[config.mk]
export PLATFORM = sky130hd
export DESIGN_NAME = tdo_edge_sel
export DESIGN_NICKNAME = d
export VERILOG_FILES = /design/src/rtl/tdo_sel_pkg.sv /design/src/rtl/tdo_mode_dec.sv /design/src/rtl/tdo_edge_flop.sv /design/src/rtl/tdo_edge_sel.sv
export SDC_FILE = /design/constraint.sdc
export NUM_CORES = 1
export LEC_CHECK = 0
export BUFFER_PORTS_ARGS = -buffer_cell sky130_fd_sc_hd__buf_2
export CORE_AREA = 2 2 39 41
export DETAILED_ROUTE_END_ITERATION = 8
export DIE_AREA = 0 0 41 43
export PLACE_DENSITY = 0.46
export SLEW_MARGIN = 20
export SYNTH_ARGS = -nofsm -noshare
export SYNTH_HDL_FRONTEND = slang
export SYNTH_SLANG_ARGS = --single-unit
export TNS_END_PERCENT = 50
[constraint.sdc]
create_clock -name tck_i -period 1.6 [get_ports tck_i]
set_clock_uncertainty 0.15 [all_clocks]
set_input_delay 0.32 -clock tck_i [delete_from_list [all_inputs] [get_ports tck_i]]
set_output_delay 0.32 -clock tck_i [all_outputs]
set_load 0.01 [all_outputs]
[src/rtl/tdo_sel_pkg.sv]
package tdo_sel_pkg;
  typedef enum logic {
    EDGE_FALL = 1'b0,
    EDGE_RISE = 1'b1
  } edge_e;

  typedef struct packed {
    logic oe;
    logic bit_v;
  } tdo_pair_t;
endpackage

[src/rtl/tdo_mode_dec.sv]
module tdo_mode_dec
  import tdo_sel_pkg::*;
#(
  parameter int unsigned              IR_W      = 4,
  parameter int unsigned              N_DBG     = 3,
  parameter logic [N_DBG*IR_W-1:0]    DBG_CODES = 12'hB76
) (
  input  logic            tck_i,
  input  logic            rst_ni,
  input  logic [IR_W-1:0] ir_code_i,
  input  logic            upd_ir_i,
  input  logic            shift_i,
  output edge_e           mode_o
);

  logic [N_DBG-1:0] hit;
  logic             commit;
  edge_e            mode_q;

  for (genvar g = 0; g < N_DBG; g++) begin : g_match
    assign hit[g] = (ir_code_i == DBG_CODES[g*IR_W +: IR_W]);
  end

  // commit only outside shift so the mux never moves under live data
  assign commit = upd_ir_i & ~shift_i;

  always_ff @(posedge tck_i or negedge rst_ni) begin
    if (!rst_ni)     mode_q <= EDGE_FALL;
    else if (commit) mode_q <= (|hit) ? EDGE_RISE : EDGE_FALL;
  end

  assign mode_o = mode_q;


  mode_hold_chk: assert property (@(posedge tck_i) disable iff (!rst_ni)
    !upd_ir_i |=> $stable(mode_q));


  shift_upd_ignore_chk: assert property (@(posedge tck_i) disable iff (!rst_ni)
    (upd_ir_i && shift_i) |=> $stable(mode_q));

endmodule

[src/rtl/tdo_edge_flop.sv]
module tdo_edge_flop
  import tdo_sel_pkg::*;
#(
  parameter bit RISE = 1'b0
) (
  input  logic      tck_i,
  input  logic      rst_ni,
  input  tdo_pair_t d_i,
  output tdo_pair_t q_o
);

  tdo_pair_t q;

  if (RISE) begin : g_rise
    always_ff @(posedge tck_i or negedge rst_ni) begin
      if (!rst_ni) q <= '0;
      else         q <= d_i;
    end
  end else begin : g_fall
    always_ff @(negedge tck_i or negedge rst_ni) begin
      if (!rst_ni) q <= '0;
      else         q <= d_i;
    end
  end

  assign q_o = q;

endmodule

[src/rtl/tdo_edge_sel.sv]
module tdo_edge_sel
  import tdo_sel_pkg::*;
#(
  parameter int unsigned           IR_W      = 4,
  parameter int unsigned           N_DBG     = 3,
  parameter logic [N_DBG*IR_W-1:0] DBG_CODES = 12'hB76
) (
  input  logic            tck_i,
  input  logic            rst_ni,
  input  logic [IR_W-1:0] ir_code_i,
  input  logic            upd_ir_i,
  input  logic            shift_i,
  input  logic            data_i,
  output logic            tdo_o,
  output logic            tdo_oe_o
);

  edge_e     mode;
  tdo_pair_t d;
  tdo_pair_t r_q;
  tdo_pair_t f_q;
  tdo_pair_t sel;

  tdo_mode_dec #(
    .IR_W     (IR_W),
    .N_DBG    (N_DBG),
    .DBG_CODES(DBG_CODES)
  ) u_dec (
    .tck_i    (tck_i),
    .rst_ni   (rst_ni),
    .ir_code_i(ir_code_i),
    .upd_ir_i (upd_ir_i),
    .shift_i  (shift_i),
    .mode_o   (mode)
  );

  // both copies hold the same bit; only the capture edge differs
  assign d.oe    = shift_i;
  assign d.bit_v = data_i;

  tdo_edge_flop #(.RISE(1'b1)) u_rise (
    .tck_i (tck_i),
    .rst_ni(rst_ni),
    .d_i   (d),
    .q_o   (r_q)
  );

  tdo_edge_flop #(.RISE(1'b0)) u_fall (
    .tck_i (tck_i),
    .rst_ni(rst_ni),
    .d_i   (d),
    .q_o   (f_q)
  );

  assign sel      = (mode == EDGE_RISE) ? r_q : f_q;
  assign tdo_oe_o = sel.oe;
  assign tdo_o    = sel.oe & sel.bit_v;


  sel_quiet_chk: assert property (@(posedge tck_i) disable iff (!rst_ni)
    !$stable(mode) |-> (!r_q.oe && !f_q.oe && !tdo_oe_o));


  rise_path_chk: assert property (@(posedge tck_i) disable iff (!rst_ni)
    (mode == EDGE_RISE) |-> (tdo_oe_o == $past(shift_i)) &&
                            (tdo_o == ($past(shift_i) & $past(data_i))));


  fall_path_chk: assert property (@(negedge tck_i) disable iff (!rst_ni)
    (mode == EDGE_FALL) |-> (tdo_oe_o == $past(shift_i)) &&
                            (tdo_o == ($past(shift_i) & $past(data_i))));

endmodule

# Yosys cells after proc, flatten, opt, wreduce, memory -nomap -nowiden
# Cells that the tools add are included.
# op_classes
n_addsub,0
mul,0
div_mod_pow,0
order_cmp,0
n_eq_ne,3
shift,0
muxes,2
bitwise_logic,3
n_reduce_logical,1
# op_table
operator,n
4-bit by 3-bit == test with 1-bit output (second input constant),2
4-bit == test (second input constant),1
3-bit OR reduction,1
1-bit bitwise AND,2
2-bit two-way mux,1
1-bit two-way mux,1
1-bit inverter,1
# totals
regBits,5
latchBits,0
ramBits,0
romBits,0
out_inout_bits,2
memories,0

# Depth between registers and ports, before layout
# Gate-level depths: netlist of the first run.
# depth
depth_word,3
depth_mapped,3
depth_no_buf,3

# Modules after synthesis
# From an unflattened synthesis of the first run, not the netlist that was laid out.
# hier_totals
hier_cells,14
hier_area_um2,188.9
# by_module_without_submodules
module,n_inst,cells_per_inst,area_per_inst_um2,seq_area_each_um2
tdo_edge_flop,2,2,50.0,50.0
tdo_mode_dec,1,6,60.1,25.0
tdo_edge_sel,1,4,28.8,0.0

==> run summary, run 1 <==
Status -> finished, violations left
DIE AREA -> 1760 µm²
DR WL/cell -> 7.89 µm
Die W -> 41 µm
H-Tree Depth -> 1
Highest cell delay on the worst timing path -> 0.31 ns
R2r setup slk -> 0.73 ns
Hold WS -> 0.0624 ns
Placed insts -> 40
Start point of the critical path -> u_fall.q_o[0]$_DFF_NN0_
Most frequent cell after synthesis -> dfrtp_1
Mapped Area -> 194 µm²
Area growth, synth to finish -> 64.5%
Fin. Hold Viols -> 0
Switching share of total power -> 20.9%
Fin cells -> 45
CP top delay family -> flip-flops
Syn Area/Cell -> 13.9 µm²
Ant diodes -> 0
Unrepaired setup endpoints after global routing -> true
Worst Setup End Kind -> output pin
Vias in the first global route -> 165
Drt pass-1 iters -> 1
Worst-path clk slew -> 0.04 ns
Failing checks -> setup timing
Clk_lat worst skew -> 0.24 ns
Total gr overflow -> 0
Dpl cell area -> 267 µm²
Instance count on the critical path -> 3
Share of the synthesized area in the top cell type -> 38.7%
Worst EP required -> 1.13 ns
DRT iter0 DRCs -> 0
Dominant cells by area after synthesis -> dfrtp_1 (39%), dfrtn_1 (26%), mux2_4 (7.7%)
Static leakage -> 0.160 nW
Sequential power share -> 42.3%
Min-delay worst type -> in -> reg
Power Dens Cells -> 1030 nW/µm²
Async SR Flop Fraction -> 100%
Final count of negative-setup-slack endpoints -> 2
Critical Path, Cell by Cell -> mux2_4 -> and2_4 -> buf_6
Post-Synthesis Cells -> 14
CP Max Fanout -> 1
IO Pins -> 11
Int Power -> 260 µW
Sequential area share after synthesis -> 64.5%
Detail Route Antenna Nets -> 0
Post-synth top cells -> dfrtp_1 (3), dfrtn_1 (2)
GRT Overall Usage -> 6.38%
Starting Density -> 14.0%
Post-route cell area -> 319 µm²
First-pass GRT wire length -> 627 µm
Layout cells sized above 1 -> 55.2%
Final WL -> 355 µm
Crit Path Category -> reg -> out
Nets -> 39
Number of synthesized flops with an enable pin -> 0
Slew HR -> 86.3%
Core area -> 1380 µm²
Die Span Y -> 43 µm
Maximum capacitance violations -> 0
# Post-CTS Setup Buffers -> 0
Number of synthesis warnings -> 0
Total clock sinks -> 5
Gpl congestion -> 0.593
Post-synth top area cell -> dfrtp_1
Synth unique cells -> 11
Logic pwr share -> 14.4%
Final slew viol count -> 0
Arrival time at the worst endpoint -> 1.89 ns
Worst Path Buf+Inv -> 1
Final Util -> 23.1%
P_sw -> 68.8 µW
R2r startpoint -> u_dec.mode_o$_DFFE_PN0P_
Initial antenna violation count -> 0
Worst Setup EP -> tdo_o
Largest net degree at the start of global routing -> 6
I/O Buffers -> 10
Vias -> 158
Final setup TNS -> -1.38 ns
Routed vias/inst -> 3.51
Rows -> 14
Worst-Margin Slew -> 0.204 ns
Fillers -> 146
CTS tree -> yes
Mapped Nets -> 23
R2R depth -> 2
Critical path launch point type -> flop
# DRC -> 0
Clock power share -> 43.3%
R2r endpoint -> u_dec.mode_o$_DFFE_PN0P_
Synthesized flop and latch total -> 5
Total CTS buffers -> 3
Root buf cell -> clkbuf_4
CP max stage cell -> dfrtn_1
Main synth FF type -> dfrtp_1
Post-route setup slack -> -0.756 ns
Highest ir drop seen on vdd -> 0.308 mV
Clk buf depth -> 2
-- per-stage QoR --
step	power, mW	worst slack, ns
3_5_place_dp	0.178	-0.514
2_1_floorplan	0.158	-0.406
3_3_place_gp	0.176	-0.518
5_1_grt	0.358	-0.804
6_report	0.329	-0.756
4_1_cts	0.336	-0.764
-- power groups by stage --
stage	sequential [mW]	combinational [mW]	clock (mW)
after floorplan	0.139	0.0189	0
after global placement	0.140	0.0357	0
after detailed placement	0.141	0.0374	0
after CTS	0.139	0.0449	0.152
after global routing	0.140	0.0530	0.165
final	0.139	0.0474	0.143
-- layout make-up --
type,instances,area [µm²],area share [%]
inverters,1,3.75,1.18
well taps,16,20.0,6.27
multi-input cells,8,71.3,22.4
flip-flops and latches,5,125,39.2
clock buffers,4,26.3,8.24
repair buffers,11,72.6,22.7
-- worst min-delay path by stage --
stage | to | startpoint | cells past startpoint
after floorplan | u_dec.mode_o$_DFFE_PN0P_ | rst_ni | 0
after global placement | u_rise.q_o[0]$_DFF_PN0_ | rst_ni | 1
after detailed placement | u_rise.q_o[1]$_DFF_PN0_ | rst_ni | 1
after CTS | u_rise.q_o[0]$_DFF_PN0_ | data_i | 1
after global routing | u_rise.q_o[0]$_DFF_PN0_ | data_i | 1
final | u_rise.q_o[0]$_DFF_PN0_ | data_i | 1
-- layout by cell type (no fill, tap or decap), types with 2 or more instances in the layout --
| master | Yosys | layout |
|---|---|---|
| dfrtp_1 | 3 | 3 |
| mux2_4 | 1 | 2 |
| buf_6 | 0 | 2 |
| buf_2 | 0 | 8 |
| clkbuf_4 | 0 | 3 |
| dfrtn_1 | 2 | 2 |
-- cell families (layout without fill, tap and decap cells) --
group           after synthesis  after routing  synth area share, %
flops                         5              5                 64.5
compound gates                3              3                 9.03
simple gates                  3              3                 11.0
mux                           2              2                 13.5
buf+inv                       1             16                 1.93
-- worst reg2reg max path: cells and delay by family (launching register included) --
kind / cells / cell delay, ns
AOI/OAI and AO/OA: 2 / 0.18
DFF: 1 / 0.41
-- registers in the layout, indices dropped and copies added, names as in the netlist --
name / flops
u_fall.q_o: 2
u_dec.mode_o: 1
u_rise.q_o: 2
-- repair_timing --
item,in CTS,in global routing
gates resized for setup,2,1
hold endpoints to repair,3,0
endpoints found under the setup margin,2,2
hold buffers,1,0
-- metal layers --
metal	share of wire [%]	GRT usage [%]	vias up
met4	0	6.00	0
met5	0	0	-
li1	-	-	78
met3	13	7.85	0
met2	43	6.88	11
met1	44	5.61	69
No activity file was read; power rests on OpenSTA's default activity.
==> run 2: changes to the inputs <==
Settings changed: PLACE_DENSITY 0.46 to 0.45.
==> run 2 against run 1 <==
Effect of this change:
- the run still ends with setup timing left
- combinational power shrank 7.6%
- via count up 6.3%
- worst hold slack lost 0.0076 ns
- critical path type unchanged
- critical endpoint unchanged
- highest routed layer unchanged
==> run summary, run 2 (synthesis results as in run 1) <==
Failing checks -> setup timing
Final count of negative-setup-slack endpoints -> 2 (unchanged)
Worst-Margin Slew -> 0.182 ns (-0.0229 ns)
Vias -> 168 (+6.3%)
Unrepaired setup endpoints after global routing -> true
Overall Power -> 327 µW (-0.71%)
Final slew viol count -> 0 (unchanged)
Maximum capacitance violations -> 0 (unchanged)
Post-route setup slack -> -0.760 ns (-0.00337 ns)
Commonest non-fill, non-tap cell in the layout -> buf_2
Highest ir drop seen on vdd -> 0.260 mV (-16%)
Worst Path Buf+Inv -> 1 (unchanged)
Die Span Y -> 43 µm (unchanged)
H-Tree Depth -> 1 (unchanged)
Clk buf depth -> 2 (unchanged)
Total gr overflow -> 0 (unchanged)
R2R depth -> 2 (unchanged)
Logic pwr share -> 13.4% (-1.0 points)
IO Pins -> 11 (unchanged)
Power Dens Cells -> 1050 nW/µm² (+1.3%)
Placed insts -> 40 (unchanged)
Initial antenna violation count -> 0 (unchanged)
Highest cell delay on the worst timing path -> 0.32 ns (about the same)
Die W -> 41 µm (unchanged)
Starting Density -> 14.0% (unchanged)
Largest net degree at the start of global routing -> 6 (unchanged)
Area growth, synth to finish -> 61.3%
Critical path launch point type -> flop
Status -> finished, violations left
DR WL/cell -> 8.22 µm (+4.2%)
CP Max Fanout -> 2 (+1)
Nets -> 39 (unchanged)
Gpl congestion -> 0.601 (+1.3%)
Worst Setup End Kind -> output pin
Critical Path, Cell by Cell -> mux2_4 -> and2_4 -> buf_6
Routed vias/inst -> 3.73 (+6.3%)
DIE AREA -> 1760 µm² (unchanged)
Clk_lat worst skew -> 0.24 ns (about the same)
Instance count on the critical path -> 3 (unchanged)
# Post-CTS Setup Buffers -> 0 (unchanged)
Rows -> 14 (unchanged)
Final WL -> 370 µm (+4.2%)
Switching share of total power -> 21.2% (+0.26 points)
DRT iter0 DRCs -> 5 (+5)
GRT Overall Usage -> 6.58% (+0.20 points)
Worst-path clk slew -> 0.04 ns (about the same)
Detail Route Antenna Nets -> 0 (unchanged)
CTS tree -> yes
Min-delay worst type -> in -> reg
Vias in the first global route -> 180 (+9.1%)
Arrival time at the worst endpoint -> 1.89 ns (about the same)
Ant diodes -> 0 (unchanged)
Slew HR -> 87.8% (+1.5 points)
CP max stage cell -> dfrtn_1
Fin. Hold Viols -> 0 (unchanged)
First-pass GRT wire length -> 648 µm (+3.3%)
I/O Buffers -> 10 (unchanged)
Sequential power share -> 42.6% (+0.3 points)
Core area -> 1380 µm² (unchanged)
# DRC -> 0 (unchanged)
Clock power share -> 43.9% (+0.6 points)
Hold WS -> 0.0548 ns (-0.00756 ns)
CP top delay family -> flip-flops
Total CTS buffers -> 3 (unchanged)
Total clock sinks -> 5 (unchanged)
Worst EP required -> 1.13 ns (about the same)
Layout cells sized above 1 -> 55.2% (unchanged)
Fin cells -> 45 (unchanged)
Crit Path Category -> reg -> out
Root buf cell -> clkbuf_4
Static leakage -> 0.157 nW (-1.3%)
Most frequent cells in the layout -> buf_2 (9), clkbuf_4 (3), dfrtp_1 (3), mux2_4 (2), dfrtn_1 (2)
Min-Delay Path Depth -> 1 (unchanged)
Drt pass-1 iters -> 4 (+3)
Int Power -> 258 µW (-1.0%)
P_sw -> 69.2 µW (+0.55%)
run 2: cell count changes in the layout (fill, tap and decap cells not counted):
| cell | previous run | this run |
|---|---|---|
| buf_2 | 8 | 9 |
| buf_6 | 2 | 1 |
run 2: through the flow:
stage	setup slack [ns]	utilization (%)	setup TNS [ns]	area, µm²
finish	-0.760	22.6	-1.41	313
floorplan	-0.406	-	-0.660	196
CTS	-0.778	22.6	-1.45	313
global route	-0.806	22.6	-1.50	313
detailed placement	-0.522	19.3	-0.919	267
global placement	-0.516	19.3	-0.894	267
run 2: layer usage:
layer  vias to the layer above  share of wire (%)  GRT usage, %
li1                         77                  -             -
met1                        80                 33          5.28
met2                        11                 48          7.50
met3                         0                 19          6.81
met4                         0                  0          8.00
met5                         -                  0             0
run 2: repair_timing:
action                                  CTS  global route
hold buffers                              1             0
hold endpoints to repair                  3             0
cloned                                    0             0
gates resized for setup                   2             0
endpoints found under the setup margin    2             2
run 2: final timing paths:
check,startpoint,endpoint,slack [ns]
worst min register to register,u_dec.mode_o$_DFFE_PN0P_,u_dec.mode_o$_DFFE_PN0P_,0.46
worst min-delay path,data_i,u_rise.q_o[0]$_DFF_PN0_,0.05
min in group asynchronous,rst_ni,u_rise.q_o[0]$_DFF_PN0_,0.28
worst max register to register,u_dec.mode_o$_DFFE_PN0P_,u_dec.mode_o$_DFFE_PN0P_,0.74
max in group asynchronous,rst_ni,u_fall.q_o[0]$_DFF_NN0_,0.19
worst max-delay path,u_fall.q_o[1]$_DFF_NN0_,tdo_o,-0.76
run 2: layout make-up:
class,count,area (µm²)
Inverter,1,3.75
Timing Repair Buffer,11,66.3
Fill cell,153,1070
Sequential cell,5,125
Multi-Input combinational cell,8,71.3
Clock buffer,4,26.3
Tap cell,16,20.0
run 2: power by group through the flow:
stage	clock network, mW	logic (mW)	registers [mW]
global placement	0	0.0356	0.140
floorplan	0	0.0189	0.139
CTS	0.153	0.0448	0.140
detailed placement	0	0.0373	0.141
global route	0.168	0.0488	0.140
finish	0.144	0.0438	0.139
